## config.mk

```make
export PLATFORM = sky130hd
export DESIGN_NAME = offs_loader
export DESIGN_NICKNAME = d
export VERILOG_FILES = /design/src/rtl/offs_pkg.sv /design/src/rtl/offs_rst_sync.sv /design/src/rtl/offs_sel_ptr.sv /design/src/rtl/offs_reg_bank.sv /design/src/rtl/offs_loader.sv
export SDC_FILE = /design/constraint.sdc
export NUM_CORES = 1
export LEC_CHECK = 0
export BUFFER_PORTS_ARGS = -buffer_cell sky130_fd_sc_hd__buf_2
export CAP_MARGIN = 40
export CORE_MARGIN = 2
export CORE_UTILIZATION = 54
export CTS_CLUSTER_SIZE = 16
export DETAILED_ROUTE_END_ITERATION = 10
export PLACE_DENSITY = 0.89
export SLEW_MARGIN = 10
export SYNTH_ARGS = -nofsm -noshare
export SYNTH_HDL_FRONTEND = slang
export SYNTH_SLANG_ARGS = --single-unit
```

## constraint.sdc

```tcl
create_clock -name clk -period 1.54 [get_ports clk]
set_input_delay 0 -clock clk [delete_from_list [all_inputs] [get_ports clk]]
set_output_delay 0 -clock clk [all_outputs]
set_load 0.01 [all_outputs]
```

## src/rtl/offs_pkg.sv

```systemverilog
package offs_pkg;
  localparam int NUM_BYTES = 4;
  localparam int SEL_W     = 2;

  typedef enum logic [SEL_W-1:0] {
    SEL_EMPTY_LO = 2'd0,
    SEL_EMPTY_HI = 2'd1,
    SEL_FULL_LO  = 2'd2,
    SEL_FULL_HI  = 2'd3
  } sel_e;
endpackage

```

## src/rtl/offs_rst_sync.sv

```systemverilog
module offs_rst_sync #(
  parameter int STAGES = 2
) (
  input  logic clk,
  input  logic rst_n,
  output logic rst_n_s
);
  logic [STAGES-1:0] sync_q;

  always_ff @(posedge clk or negedge rst_n) begin
    if (!rst_n) sync_q <= '0;
    else        sync_q <= {sync_q[STAGES-2:0], 1'b1};
  end

  assign rst_n_s = sync_q[STAGES-1];
endmodule

```

## src/rtl/offs_sel_ptr.sv

```systemverilog
module offs_sel_ptr
  import offs_pkg::*;
(
  input  logic clk,
  input  logic rst_n,
  input  logic adv,
  output sel_e sel
);
  sel_e sel_q, sel_d;

  always_comb begin
    sel_d = sel_q;
    if (adv) sel_d = sel_e'(sel_q + 2'd1);
  end

  always_ff @(posedge clk or negedge rst_n) begin
    if (!rst_n) sel_q <= SEL_EMPTY_LO;
    else        sel_q <= sel_d;
  end

  assign sel = sel_q;
endmodule

```

## src/rtl/offs_reg_bank.sv

```systemverilog
module offs_reg_bank
  import offs_pkg::*;
#(
  parameter int BYTE_W    = 8,
  parameter int EMPTY_DEF = 7,
  parameter int FULL_DEF  = 7
) (
  input  logic                            clk,
  input  logic                            rst_n,
  input  logic                            wr_en,
  input  sel_e                            sel,
  input  logic [BYTE_W-1:0]               din,
  output logic [NUM_BYTES-1:0][BYTE_W-1:0] regs_q
);
  localparam logic [2*BYTE_W-1:0] E_DEF = (2*BYTE_W)'(EMPTY_DEF);
  localparam logic [2*BYTE_W-1:0] F_DEF = (2*BYTE_W)'(FULL_DEF);

  for (genvar i = 0; i < NUM_BYTES; i++) begin : g_byte
    localparam logic [2*BYTE_W-1:0] PAIR = (i < 2) ? E_DEF : F_DEF;
    localparam logic [BYTE_W-1:0]   RST_V =
      (i % 2 == 0) ? PAIR[BYTE_W-1:0] : PAIR[2*BYTE_W-1:BYTE_W];
    logic              hit;
    logic [BYTE_W-1:0] byte_d;

    always_comb begin
      hit    = wr_en && (sel == sel_e'(i));
      byte_d = regs_q[i];
      if (hit) byte_d = din;
    end

    always_ff @(posedge clk or negedge rst_n) begin
      if (!rst_n) regs_q[i] <= RST_V;
      else        regs_q[i] <= byte_d;
    end
  end
endmodule

```

## src/rtl/offs_loader.sv

```systemverilog
module offs_loader
  import offs_pkg::*;
#(
  parameter int BYTE_W    = 8,
  parameter int DEPTH     = 1024,
  parameter int EMPTY_DEF = 7,
  parameter int FULL_DEF  = 7,
  localparam int THR_W    = $clog2(DEPTH)
) (
  input  logic              clk,
  input  logic              rst_n,
  input  logic              load_n,
  input  logic              wen_n,
  input  logic              ren1_n,
  input  logic              ren2_n,
  input  logic [BYTE_W-1:0] din,
  output logic [BYTE_W-1:0] rd_data,
  output logic [THR_W-1:0]  empty_thr,
  output logic [THR_W-1:0]  full_thr
);
  logic                             rst_n_s;
  logic                             wr_acc, rd_acc;
  sel_e                             sel;
  logic [NUM_BYTES-1:0][BYTE_W-1:0] regs_q;
  logic [BYTE_W-1:0]                rd_q, rd_d;
  logic [2*BYTE_W-1:0]              e_cat, f_cat;

  offs_rst_sync #(.STAGES(2)) u_rst (
    .clk(clk), .rst_n(rst_n), .rst_n_s(rst_n_s)
  );

  // write wins a collision; read-back is suppressed then
  assign wr_acc = !load_n && !wen_n;
  assign rd_acc = !load_n && !ren1_n && !ren2_n && !wr_acc;

  offs_sel_ptr u_ptr (
    .clk(clk), .rst_n(rst_n_s), .adv(wr_acc || rd_acc), .sel(sel)
  );

  offs_reg_bank #(
    .BYTE_W(BYTE_W), .EMPTY_DEF(EMPTY_DEF), .FULL_DEF(FULL_DEF)
  ) u_bank (
    .clk(clk), .rst_n(rst_n_s), .wr_en(wr_acc), .sel(sel),
    .din(din), .regs_q(regs_q)
  );

  always_comb begin
    rd_d = rd_q;
    if (rd_acc) rd_d = regs_q[sel];
  end

  always_ff @(posedge clk or negedge rst_n_s) begin
    if (!rst_n_s) rd_q <= '0;
    else          rd_q <= rd_d;
  end

  assign rd_data   = rd_q;
  assign e_cat     = {regs_q[SEL_EMPTY_HI], regs_q[SEL_EMPTY_LO]};
  assign f_cat     = {regs_q[SEL_FULL_HI],  regs_q[SEL_FULL_LO]};
  assign empty_thr = e_cat[THR_W-1:0];
  assign full_thr  = f_cat[THR_W-1:0];
endmodule

```

==> impl_metrics.tcl, run 1 <==
set metrics [dict create \
    status "finished clean" \
    cts_buffers 5 \
    synthTopCellsByArea "dfrtp_1 46%, mux2_2 22%, mux4_2 8.7%" \
    design.core.area_um2 3660 \
    area_growth_pct 19.0 \
    worstSetupStartpointType "flop" \
    fmax_ghz 0.671 \
    syn_inst 135 \
    post_cts_buffers 0 \
    period_needed_ns 1.49 \
    rsz0062_at_grt "no" \
    grt_max_degree 43 \
    worstPathMaxFanout 5 \
    grt_pass1_vias 1322 \
    maxSlewViolCount 0 \
    async_flop_share 1.00 \
    wire_per_inst_um 16.2 \
    p_total_w 0.00486 \
    ys_seq_area_frac 0.536 \
    ant_nets 0 \
    critPathKind "flop to flop" \
    first_pass_iters 2 \
    die_area_um2 4340 \
    routed_wl_mm 3.72 \
    grtUsageTotal 0.196 \
    post-route-drc-count 0 \
    fillers 274 \
    clock_latency_ns 0.29 \
    setup_tns_ns 0 \
    peakVddDrop_v 0.00107 \
    synth_edf_count 0 \
    arrival_ns 1.67 \
    syn_nets 153 \
    syn-cell-area_um2 2070 \
    numClockSinks 44 \
    cts_root_buf "clkbuf_8" \
    drv_cap 0 \
    hold_viol_final 0 \
    required_ns 1.71 \
    dr_total_vias 1195 \
    yosysMostFrequentCell "mux2_2" \
    yosysTopAreaCell "dfrtp_1" \
    ys_seq_elements 44 \
    ys.flop_type "dfrtp_1" \
    die_h_um 65.9 \
    routabilityCongestion 0.817 \
    clock_skew_ns 0.00759 \
    hpwlAfterDp_mm 2.70 \
    overflow 0 \
    setup_viol 0 \
    antenna_found_initial 0 \
    cts_tree "yes" \
    port_buffers 41 \
    power_density_nw_per_um2 1980 \
    drive_above_1_share 0.654 \
    final_util 0.673 \
    slew_headroom 0.660 \
    synth_top_cell_area_share 0.459 \
    holdCritPathClass "input pin to flop" \
    die_width_um 65.9 \
    htree_levels 2 \
    cts_buffer_depth 2 \
    fin_nets 199 \
    first_iter_violations 40 \
    path_clk_slew_ns 0.08 \
    drt-vias-per-instance 5.20 \
    avgSynthCellArea_um2 15.3 \
    start_util 0.565 \
    leakage_nw 1.13 \
    row_count 22 \
    grt_pass1_wl_mm 6.27 \
    end_kind "flop" \
    yosysWarnings 0 \
    ios 42 \
    ys_types 16 \
    ys_top_cells_by_count "41 x mux2_2, 38 x dfrtp_1, 20 x buf_4" \
    finalCritPeriodShare 0.968 \
    diodes 0 \
    tightest_slew_ns 0.509 \
]
repair_timing:
item                                    CTS  global route
hold buffers                             10             0
gates resized for setup                   1             0
endpoints found under the hold margin    34             0
endpoints found under the setup margin    1             0
area by class of cell:
class	instances	area (µm²)	area share
Clock buffer	7	86.3	0.0351
Clock inverter	1	7.51	0.00305
Inverter	2	7.51	0.00305
Multi-Input combinational cell	63	768	0.312
Sequential cell	44	1110	0.451
Tap cell	48	60.1	0.0244
Timing Repair Buffer	65	423	0.172
worst paths after layout:
check / start / endpoint / slack, ns / cells after the start
setup / recovery: u_ptr.sel[0] / u_bank.regs_q[23] / 0.05 / 5
hold / removal: load_n / u_ptr.sel[0] / 0.09 / 3
setup reg to reg: u_ptr.sel[0] / u_bank.regs_q[23] / 0.05 / 5
hold reg to reg: u_rst.sync_q[1] / u_bank.regs_q[7] / 0.31 / 1
max in group asynchronous: u_rst.sync_q[1] / u_bank.regs_q[0] / 0.85 / 1
min in group asynchronous: u_rst.sync_q[1] / u_bank.regs_q[7] / 0.31 / 1
cells by family (layout without fill, tap and decap cells):
kind of cell | count (synthesis) | after routing | synth area share
muxes | 49 | 49 | 0.310
DFF | 44 | 44 | 0.536
buffers and inverters | 28 | 75 | 0.0931
and+or+nand+nor | 7 | 7 | 0.0272
adders and majority gates | 4 | 4 | 0.0242
other | 1 | 1 | 0.00181
AOI/OAI and AO/OA | 1 | 1 | 0.00363
xor gates and xnor gates | 1 | 1 | 0.00423
layer usage:
layer / up-vias / track usage / share of wire
met1: 613 / 0.232 / 0.41
met5: - / 0 / 0
met2: 35 / 0.350 / 0.54
met3: 4 / 0.0494 / 0.046
met4: 0 / 0.0599 / 0.0054
li1: 543 / - / -
critical path, cell delays in order, from the launching register on:
cell and delay, ns:
dfrtp_2 0.45, inv_1 0.13, ha_1 0.15, and2_1 0.15, buf_4 0.16, mux2_2 0.34
metrics by stage:
stage | instance area, µm² | worst slack (ns) | hold WS, ns | std cells
floorplan | 2070 | 0.0355 | -0.296 | 135
global placement | 2270 | 0.0701 | -0.215 | 212
detailed placement | 2270 | 0.0114 | -0.212 | 212
CTS | 2460 | 0.0426 | 0.0803 | 230
global route | 2460 | 0.00240 | 0.101 | 230
finish | 2460 | 0.0487 | 0.0926 | 230
report_power, final:
part | internal [W] | switching (W)
logic | 0.00122 | 0.000771
registers | 0.00177 | 0.000379
clock network | 0.000364 | 0.000361
layout by cell type (no fill, tap or decap):
| cell | synthesis | layout |
|---|---|---|
| xnor2_1 | 1 | 1 |
| clkinvlp_4 | 0 | 1 |
| and2_1 | 4 | 4 |
| clkbuf_8 | 0 | 6 |
| dlygate4sd3_1 | 0 | 10 |
| nor4b_4 | 1 | 1 |
| clkbuf_1 | 1 | 1 |
| conb_1 | 1 | 1 |
| mux4_2 | 8 | 8 |
| dfstp_2 | 6 | 6 |
| mux2_2 | 41 | 41 |
| dfrtp_2 | 0 | 1 |
| inv_1 | 2 | 2 |
| nor2_1 | 2 | 2 |
| buf_2 | 4 | 41 |
| buf_12 | 0 | 1 |
| dfrtp_1 | 38 | 37 |
| buf_4 | 20 | 13 |
| o21a_1 | 1 | 1 |
| ha_1 | 4 | 4 |
registers in the layout (all words and copies together) (netlist names):
signal         cells
u_rst.sync_q       2
rd_data            8
u_ptr.sel          2
u_bank.regs_q     32
(Power assumes the default switching activity.)
==> run 2: changes to the inputs <==
--- a/config.mk
+++ b/config.mk
@@ -5,10 +5,11 @@
 export SDC_FILE = /design/constraint.sdc
 export NUM_CORES = 1
 export LEC_CHECK = 0
+export ABC_AREA = 1
 export BUFFER_PORTS_ARGS = -buffer_cell sky130_fd_sc_hd__buf_2
 export CAP_MARGIN = 40
 export CORE_MARGIN = 2
-export CORE_UTILIZATION = 54
+export CORE_UTILIZATION = 55
 export CTS_CLUSTER_SIZE = 16
 export DETAILED_ROUTE_END_ITERATION = 10
 export PLACE_DENSITY = 0.89
==> impl_metrics.tcl, run 2 <==
set metrics [dict create \
    dr_total_vias 1678 \
    intPower_w 0.00296 \
    ys_types 17 \
    ys_seq_elements 44 \
    row_count 23 \
    area_growth_pct 8.92 \
    antenna_found_initial 0 \
    yosysTopAreaCell "dfrtp_1" \
    ios 42 \
    htree_levels 2 \
    ys_seq_area_frac 0.500 \
    clock_latency_ns 0.30 \
    rsz0062_at_grt "no" \
    status "finished clean" \
    grt_max_degree 43 \
    yosysMostFrequentCell "nand2_1" \
    ys_top_cells_by_count "103 x nand2_1, 43 x inv_1, 38 x dfrtp_1" \
    hpwlAfterDp_mm 3.15 \
    seqPwrFrac 0.423 \
    grt_pass1_wl_mm 7.13 \
    critPathKind "flop to flop" \
    switching_share 0.405 \
    largest_register_ffs 32 \
    largest_register "u_bank.regs_q" \
    design.core.area_um2 3940 \
    required_ns 1.70 \
    fin_area_um2 2410 \
    synthTopCellsByArea "dfrtp_1 43%, nand2_1 17%, buf_4 7.8%" \
    die_h_um 67.5 \
    arrival_ns 1.57 \
    power_density_nw_per_um2 2060 \
    peakVddDrop_v 0.000865 \
    syn-cell-area_um2 2220 \
    post-route-drc-count 0 \
    async_flop_share 1.00 \
    crit_chain "buf_4, ha_1, nand2_1, o21ai_0" \
    ant_nets 0 \
    cts_tree "yes" \
    worstSetupStartpointType "flop" \
    path_clk_slew_ns 0.07 \
    clock_skew_ns 0.00527 \
    holdCritPathClass "input pin to async pin" \
    power_frac_comb 0.430 \
    numClockSinks 44 \
    first_pass_iters 4 \
    avgSynthCellArea_um2 7.97 \
    leakage_nw 1.38 \
    tightest_slew_ns 0.512 \
    setup_tns_ns 0 \
    grtUsageTotal 0.215 \
    grt_pass1_vias 1614 \
    power.switching_w 0.00202 \
    overflow 0 \
    cts_buffers 5 \
    die_width_um 67.5 \
    ys.flop_type "dfrtp_1" \
    critPathTopFamily "flip-flops" \
    critPathBufInv 1 \
    cpPeakStageDelay_ns 0.39 \
    post_cts_buffers 0 \
    maxSlewViolCount 0 \
    routabilityCongestion 0.855 \
    drive_above_1_share 0.212 \
    drv_cap 0 \
    first_iter_violations 84 \
    drt-vias-per-instance 4.71 \
    cts_buffer_depth 2 \
    p_total_w 0.00498 \
    start_util 0.562 \
    place_area_um2 2310 \
    slew_headroom 0.659 \
    layout_commonest_cell "nand2_1" \
    setup_viol 0 \
    crit_slowest_cell "dfrtp_1" \
    diodes 0 \
    syn_nets 296 \
    fin_nets 323 \
    p_clk_frac 0.147 \
    end_kind "flop" \
    cts_root_buf "clkbuf_8" \
    yosysWarnings 0 \
    routed_wl_mm 4.38 \
    synth_top_cell_area_share 0.429 \
    port_buffers 41 \
    synth_edf_count 0 \
    fmax_ghz 0.711 \
    period_needed_ns 1.41 \
    wire_per_inst_um 12.3 \
    hold_viol_final 0 \
    final_cell_mix "100 x nand2_1, 43 x inv_1, 41 x buf_2" \
    worstPathMaxFanout 16 \
    die_area_um2 4550 \
    syn_inst 278 \
    final_util 0.612 \
    finalCritPeriodShare 0.913 \
]
-- run 2: changes by cell type after synthesis, moves of 4 or more --
cell     delta
nand3_1    +16
o21ai_0    +33
inv_1      +41
nand2_1   +103
mux4_2      -8
and2_1      -4
mux2_2     -41
-- run 2: power by group through the flow --
stage / Sequential [W] / Combinational (W) / Clock [W]
final: 0.00211 / 0.00214 / 0.000732
after CTS: 0.00211 / 0.00213 / 0.000754
after detailed placement: 0.00212 / 0.00210 / 0
after floorplan: 0.00210 / 0.00172 / 0
after global placement: 0.00210 / 0.00203 / 0
after global routing: 0.00218 / 0.00244 / 0.000786
-- run 2: cells by family (layout without fill, tap and decap cells) --
family | after synthesis | after routing | synth area share
fa+ha+maj | 4 | 4 | 0.0226
buf+inv | 73 | 101 | 0.177
flops | 44 | 44 | 0.500
xor+xnor | 1 | 1 | 0.00395
simple gates | 122 | 122 | 0.220
compound gates | 33 | 33 | 0.0745
other cells | 1 | 1 | 0.00169
-- run 2: worst paths after layout --
| check | cells past startpoint | start | slack (ns) | endpoint |
|---|---|---|---|---|
| setup reg to reg | 4 | u_ptr.sel[1] | 0.13 | u_bank.regs_q[30] |
| setup / recovery | 4 | u_ptr.sel[1] | 0.13 | u_bank.regs_q[30] |
| hold / removal | 2 | rst_n | 0.004 | u_rst.sync_q[0] |
| hold reg to reg | 1 | u_rst.sync_q[1] | 0.31 | rd_data[7] |
| min in group clk | 3 | din[2] | 0.01 | u_bank.regs_q[2] |
| max in group asynchronous | 1 | u_rst.sync_q[1] | 0.86 | u_bank.regs_q[18] |
-- run 2: metrics by stage --
stage,worst slack [ns],hold slack (ns),std cells
final,0.134,0.00397,356
after global routing,0.0392,0.0257,356
after floorplan,0.0943,-0.296,278
after detailed placement,0.122,-0.214,347
after global placement,0.222,-0.213,347
after CTS,0.108,0.00177,356
-- run 2: repair_timing --
action                                 4_1_cts  5_1_grt
endpoints found under the hold margin        2        0
hold buffers                                 1        0
setup endpoints to repair                    0       11
resized for setup                            0        3
-- run 2: area by class of cell --
type | count | area, µm²
inverter | 45 | 169
multi-input combinational | 161 | 723
timing repair buffer | 48 | 260
clock buffer | 8 | 90.1
tap | 50 | 62.6
sequential | 44 | 1110
fill | 368 | 1530
-- run 2: per-layer routing --
layer	vias to the layer above	wire length (µm)	global-route usage
met1	754	1910	0.261
met5	-	0	0
met2	47	2180	0.368
met4	0	82	0.105
li1	869	-	-
met3	8	202	0.0400
==> run 3: changes to the inputs <==
--- a/config.mk
+++ b/config.mk
@@ -6,14 +6,17 @@
 export NUM_CORES = 1
 export LEC_CHECK = 0
 export ABC_AREA = 1
-export BUFFER_PORTS_ARGS = -buffer_cell sky130_fd_sc_hd__buf_2
+export BUFFER_PORTS_ARGS = -buffer_cell sky130_fd_sc_hd__buf_4
 export CAP_MARGIN = 40
+export CELL_PAD_IN_SITES_DETAIL_PLACEMENT = 0
+export CELL_PAD_IN_SITES_GLOBAL_PLACEMENT = 1
 export CORE_MARGIN = 2
-export CORE_UTILIZATION = 55
+export CORE_UTILIZATION = 41
 export CTS_CLUSTER_SIZE = 16
 export DETAILED_ROUTE_END_ITERATION = 10
-export PLACE_DENSITY = 0.89
+export PLACE_DENSITY = 0.9
 export SLEW_MARGIN = 10
 export SYNTH_ARGS = -nofsm -noshare
 export SYNTH_HDL_FRONTEND = slang
+export SYNTH_HIERARCHICAL = 1
 export SYNTH_SLANG_ARGS = --single-unit
==> impl_metrics.tcl, run 3 <==
set metrics [dict create \
    seqPwrFrac 0.383 \
    final_util 0.523 \
    setup_viol 0 \
    hold_viol_final 0 \
    first_iter_violations 136 \
    antenna_found_initial 0 \
    largest_register "u_bank/regs_q" \
    peakVddDrop_v 0.000639 \
    grtUsageTotal 0.188 \
    worstPathMaxFanout 40 \
    routed_wl_mm 5.47 \
    path_clk_slew_ns 0.08 \
    status "finished clean" \
    fin_area_um2 2880 \
    cts_root_buf "clkbuf_8" \
    period_needed_ns 1.20 \
    synth_edf_count 0 \
    final_cell_mix "131 x nand2_1, 44 x buf_4, 38 x dfrtp_1" \
    place_area_um2 2670 \
    syn_inst 289 \
    drive_above_1_share 0.221 \
    synthTopCellsByArea "dfrtp_1 41%, nand2_1 21%, dfstp_2 6.8%" \
    pre_cts_ws_ns 0.349 \
    die_area_um2 6290 \
    syn-cell-area_um2 2330 \
    fin_nets 353 \
    numClockSinks 44 \
    critPathKind "flop to flop" \
    power.switching_w 0.00209 \
    ios 42 \
    dp_cells 395 \
    r2r_slack_ns 0.34 \
    wl_met1_mm 2.43 \
    top_layer_used "met4" \
    overflow 0 \
    post-route-drc-count 0 \
    avgSynthCellArea_um2 8.05 \
    drv_cap 0 \
    diodes 0 \
    p_clk_frac 0.177 \
    first_pass_iters 4 \
    fillers 535 \
    crit_end "u_bank/regs_q[21]" \
    worstSetupStartpointType "flop" \
    area_growth_pct 23.9 \
    row_count 27 \
    hpwlAfterDp_mm 3.85 \
    port_buffers 41 \
    cts_resized 0 \
    intPower_w 0.00334 \
    drt-vias-per-instance 4.78 \
    ant_nets 0 \
    grt_max_degree 43 \
    start_util 0.422 \
    synth_top_cell_area_share 0.409 \
    setup_tns_ns 0 \
    dr_total_vias 1971 \
    end_kind "flop" \
    r2r_cells 5 \
    arrival_ns 1.39 \
    ys_seq_area_frac 0.477 \
    htree_levels 2 \
    syn_nets 303 \
    r2r-start "u_ptr/sel[0]" \
    ys_types 21 \
    fin_ws_ns 0.336 \
    cts_buffer_depth 2 \
    crit_start "u_ptr/sel[0]" \
    yosysTopAreaCell "dfrtp_1" \
    grt_pass1_vias 1889 \
    maxSlewViolCount 0 \
    die_h_um 79.3 \
    fin_cells 412 \
    leakage_nw 1.60 \
    async_flop_share 1.00 \
    power_density_nw_per_um2 1880 \
    routabilityCongestion 0.823 \
    slew_headroom 0.646 \
    yosysMostFrequentCell "nand2_1" \
    ys_seq_elements 44 \
    ys.flop_type "dfrtp_1" \
    r2r_end "u_bank/regs_q[21]" \
    rsz0062_at_grt "no" \
    clock_latency_ns 0.30 \
    die_width_um 79.3 \
    clock_skew_ns 0.00547 \
    wl_met3_um 173 \
    wire_per_inst_um 13.3 \
    tightest_slew_ns 0.532 \
    ys_top_cells_by_count "131 x nand2_1, 38 x dfrtp_1, 35 x inv_1" \
    layout_commonest_cell "nand2_1" \
    finalCritPeriodShare 0.782 \
    fmax_ghz 0.831 \
    power_frac_comb 0.440 \
    grt_pass1_wl_mm 9.03 \
    largest_register_ffs 32 \
    wl_met2_mm 2.71 \
    design.core.area_um2 5510 \
    required_ns 1.73 \
    holdCritPathClass "input pin to async pin" \
    cts_buffers 5 \
    yosysWarnings 6 \
    switching_share 0.385 \
    cts_tree "yes" \
]
## run 3: repair_timing
action                                  CTS  global route
hold buffers                              9             0
buffers inserted                          0             0
hold endpoints to repair                 29             0
endpoints found under the setup margin    0             0
## run 3: how the worst min path moves through the flow
| stage | startpoint | endpoint | slack, ns | cells after the start |
|---|---|---|---|---|
| detailed placement | rst_n | u_rst/sync_q[1] | -0.22 | 1 |
| global route | rst_n | u_rst/sync_q[0] | 0.007 | 2 |
| global placement | rst_n | u_rst/sync_q[1] | -0.22 | 1 |
| CTS | rst_n | u_rst/sync_q[1] | 0.004 | 2 |
| finish | rst_n | u_rst/sync_q[0] | 0.01 | 2 |
| floorplan | rst_n | u_rst/sync_q[0] | -0.30 | 0 |
## run 3: cell type report
| class | count | area, µm² | area share |
|---|---|---|---|
| sequential | 44 | 1110 | 0.385 |
| multi-input combinational | 193 | 913 | 0.317 |
| timing repair buffer | 55 | 460 | 0.160 |
| inverter | 40 | 183 | 0.0634 |
| clock buffer | 7 | 96.3 | 0.0334 |
| tap | 72 | 90.1 | 0.0313 |
| clock inverter | 1 | 30.0 | 0.0104 |
## run 3: metrics by stage
stage                     power (W)  hold WS, ns
after floorplan             0.00359       -0.296
after global placement      0.00445       -0.216
after detailed placement    0.00448       -0.217
after CTS                   0.00549      0.00434
after global routing        0.00586      0.00665
final                       0.00543       0.0142
## run 3: power by group through the flow
stage / registers, W / clock network, W / logic, W
after floorplan: 0.00222 / 0 / 0.00137
after global routing: 0.00215 / 0.00105 / 0.00266
after global placement: 0.00210 / 0 / 0.00235
final: 0.00208 / 0.000960 / 0.00239
after detailed placement: 0.00210 / 0 / 0.00238
after CTS: 0.00208 / 0.000996 / 0.00241
## run 3: logic make-up after synthesis
kind of cell	synth area share
buf+inv	0.131
other cells	0.00161
simple gates	0.389
compound gates	0.00215
flops	0.477
## run 3: per-layer routing
layer,track usage,vias to the layer above
li1,-,1001
met2,0.312,52
met4,0.0914,0
met3,0.0409,16
met1,0.232,902
met5,0,-
## run 3: critical path, cell delays in order (launching register included)
cell	delay, ns
dfrtp_1	0.40
buf_12	0.19
bufinv_8	0.23
nand3_4	0.13
nand2_1	0.09
nand2_1	0.05
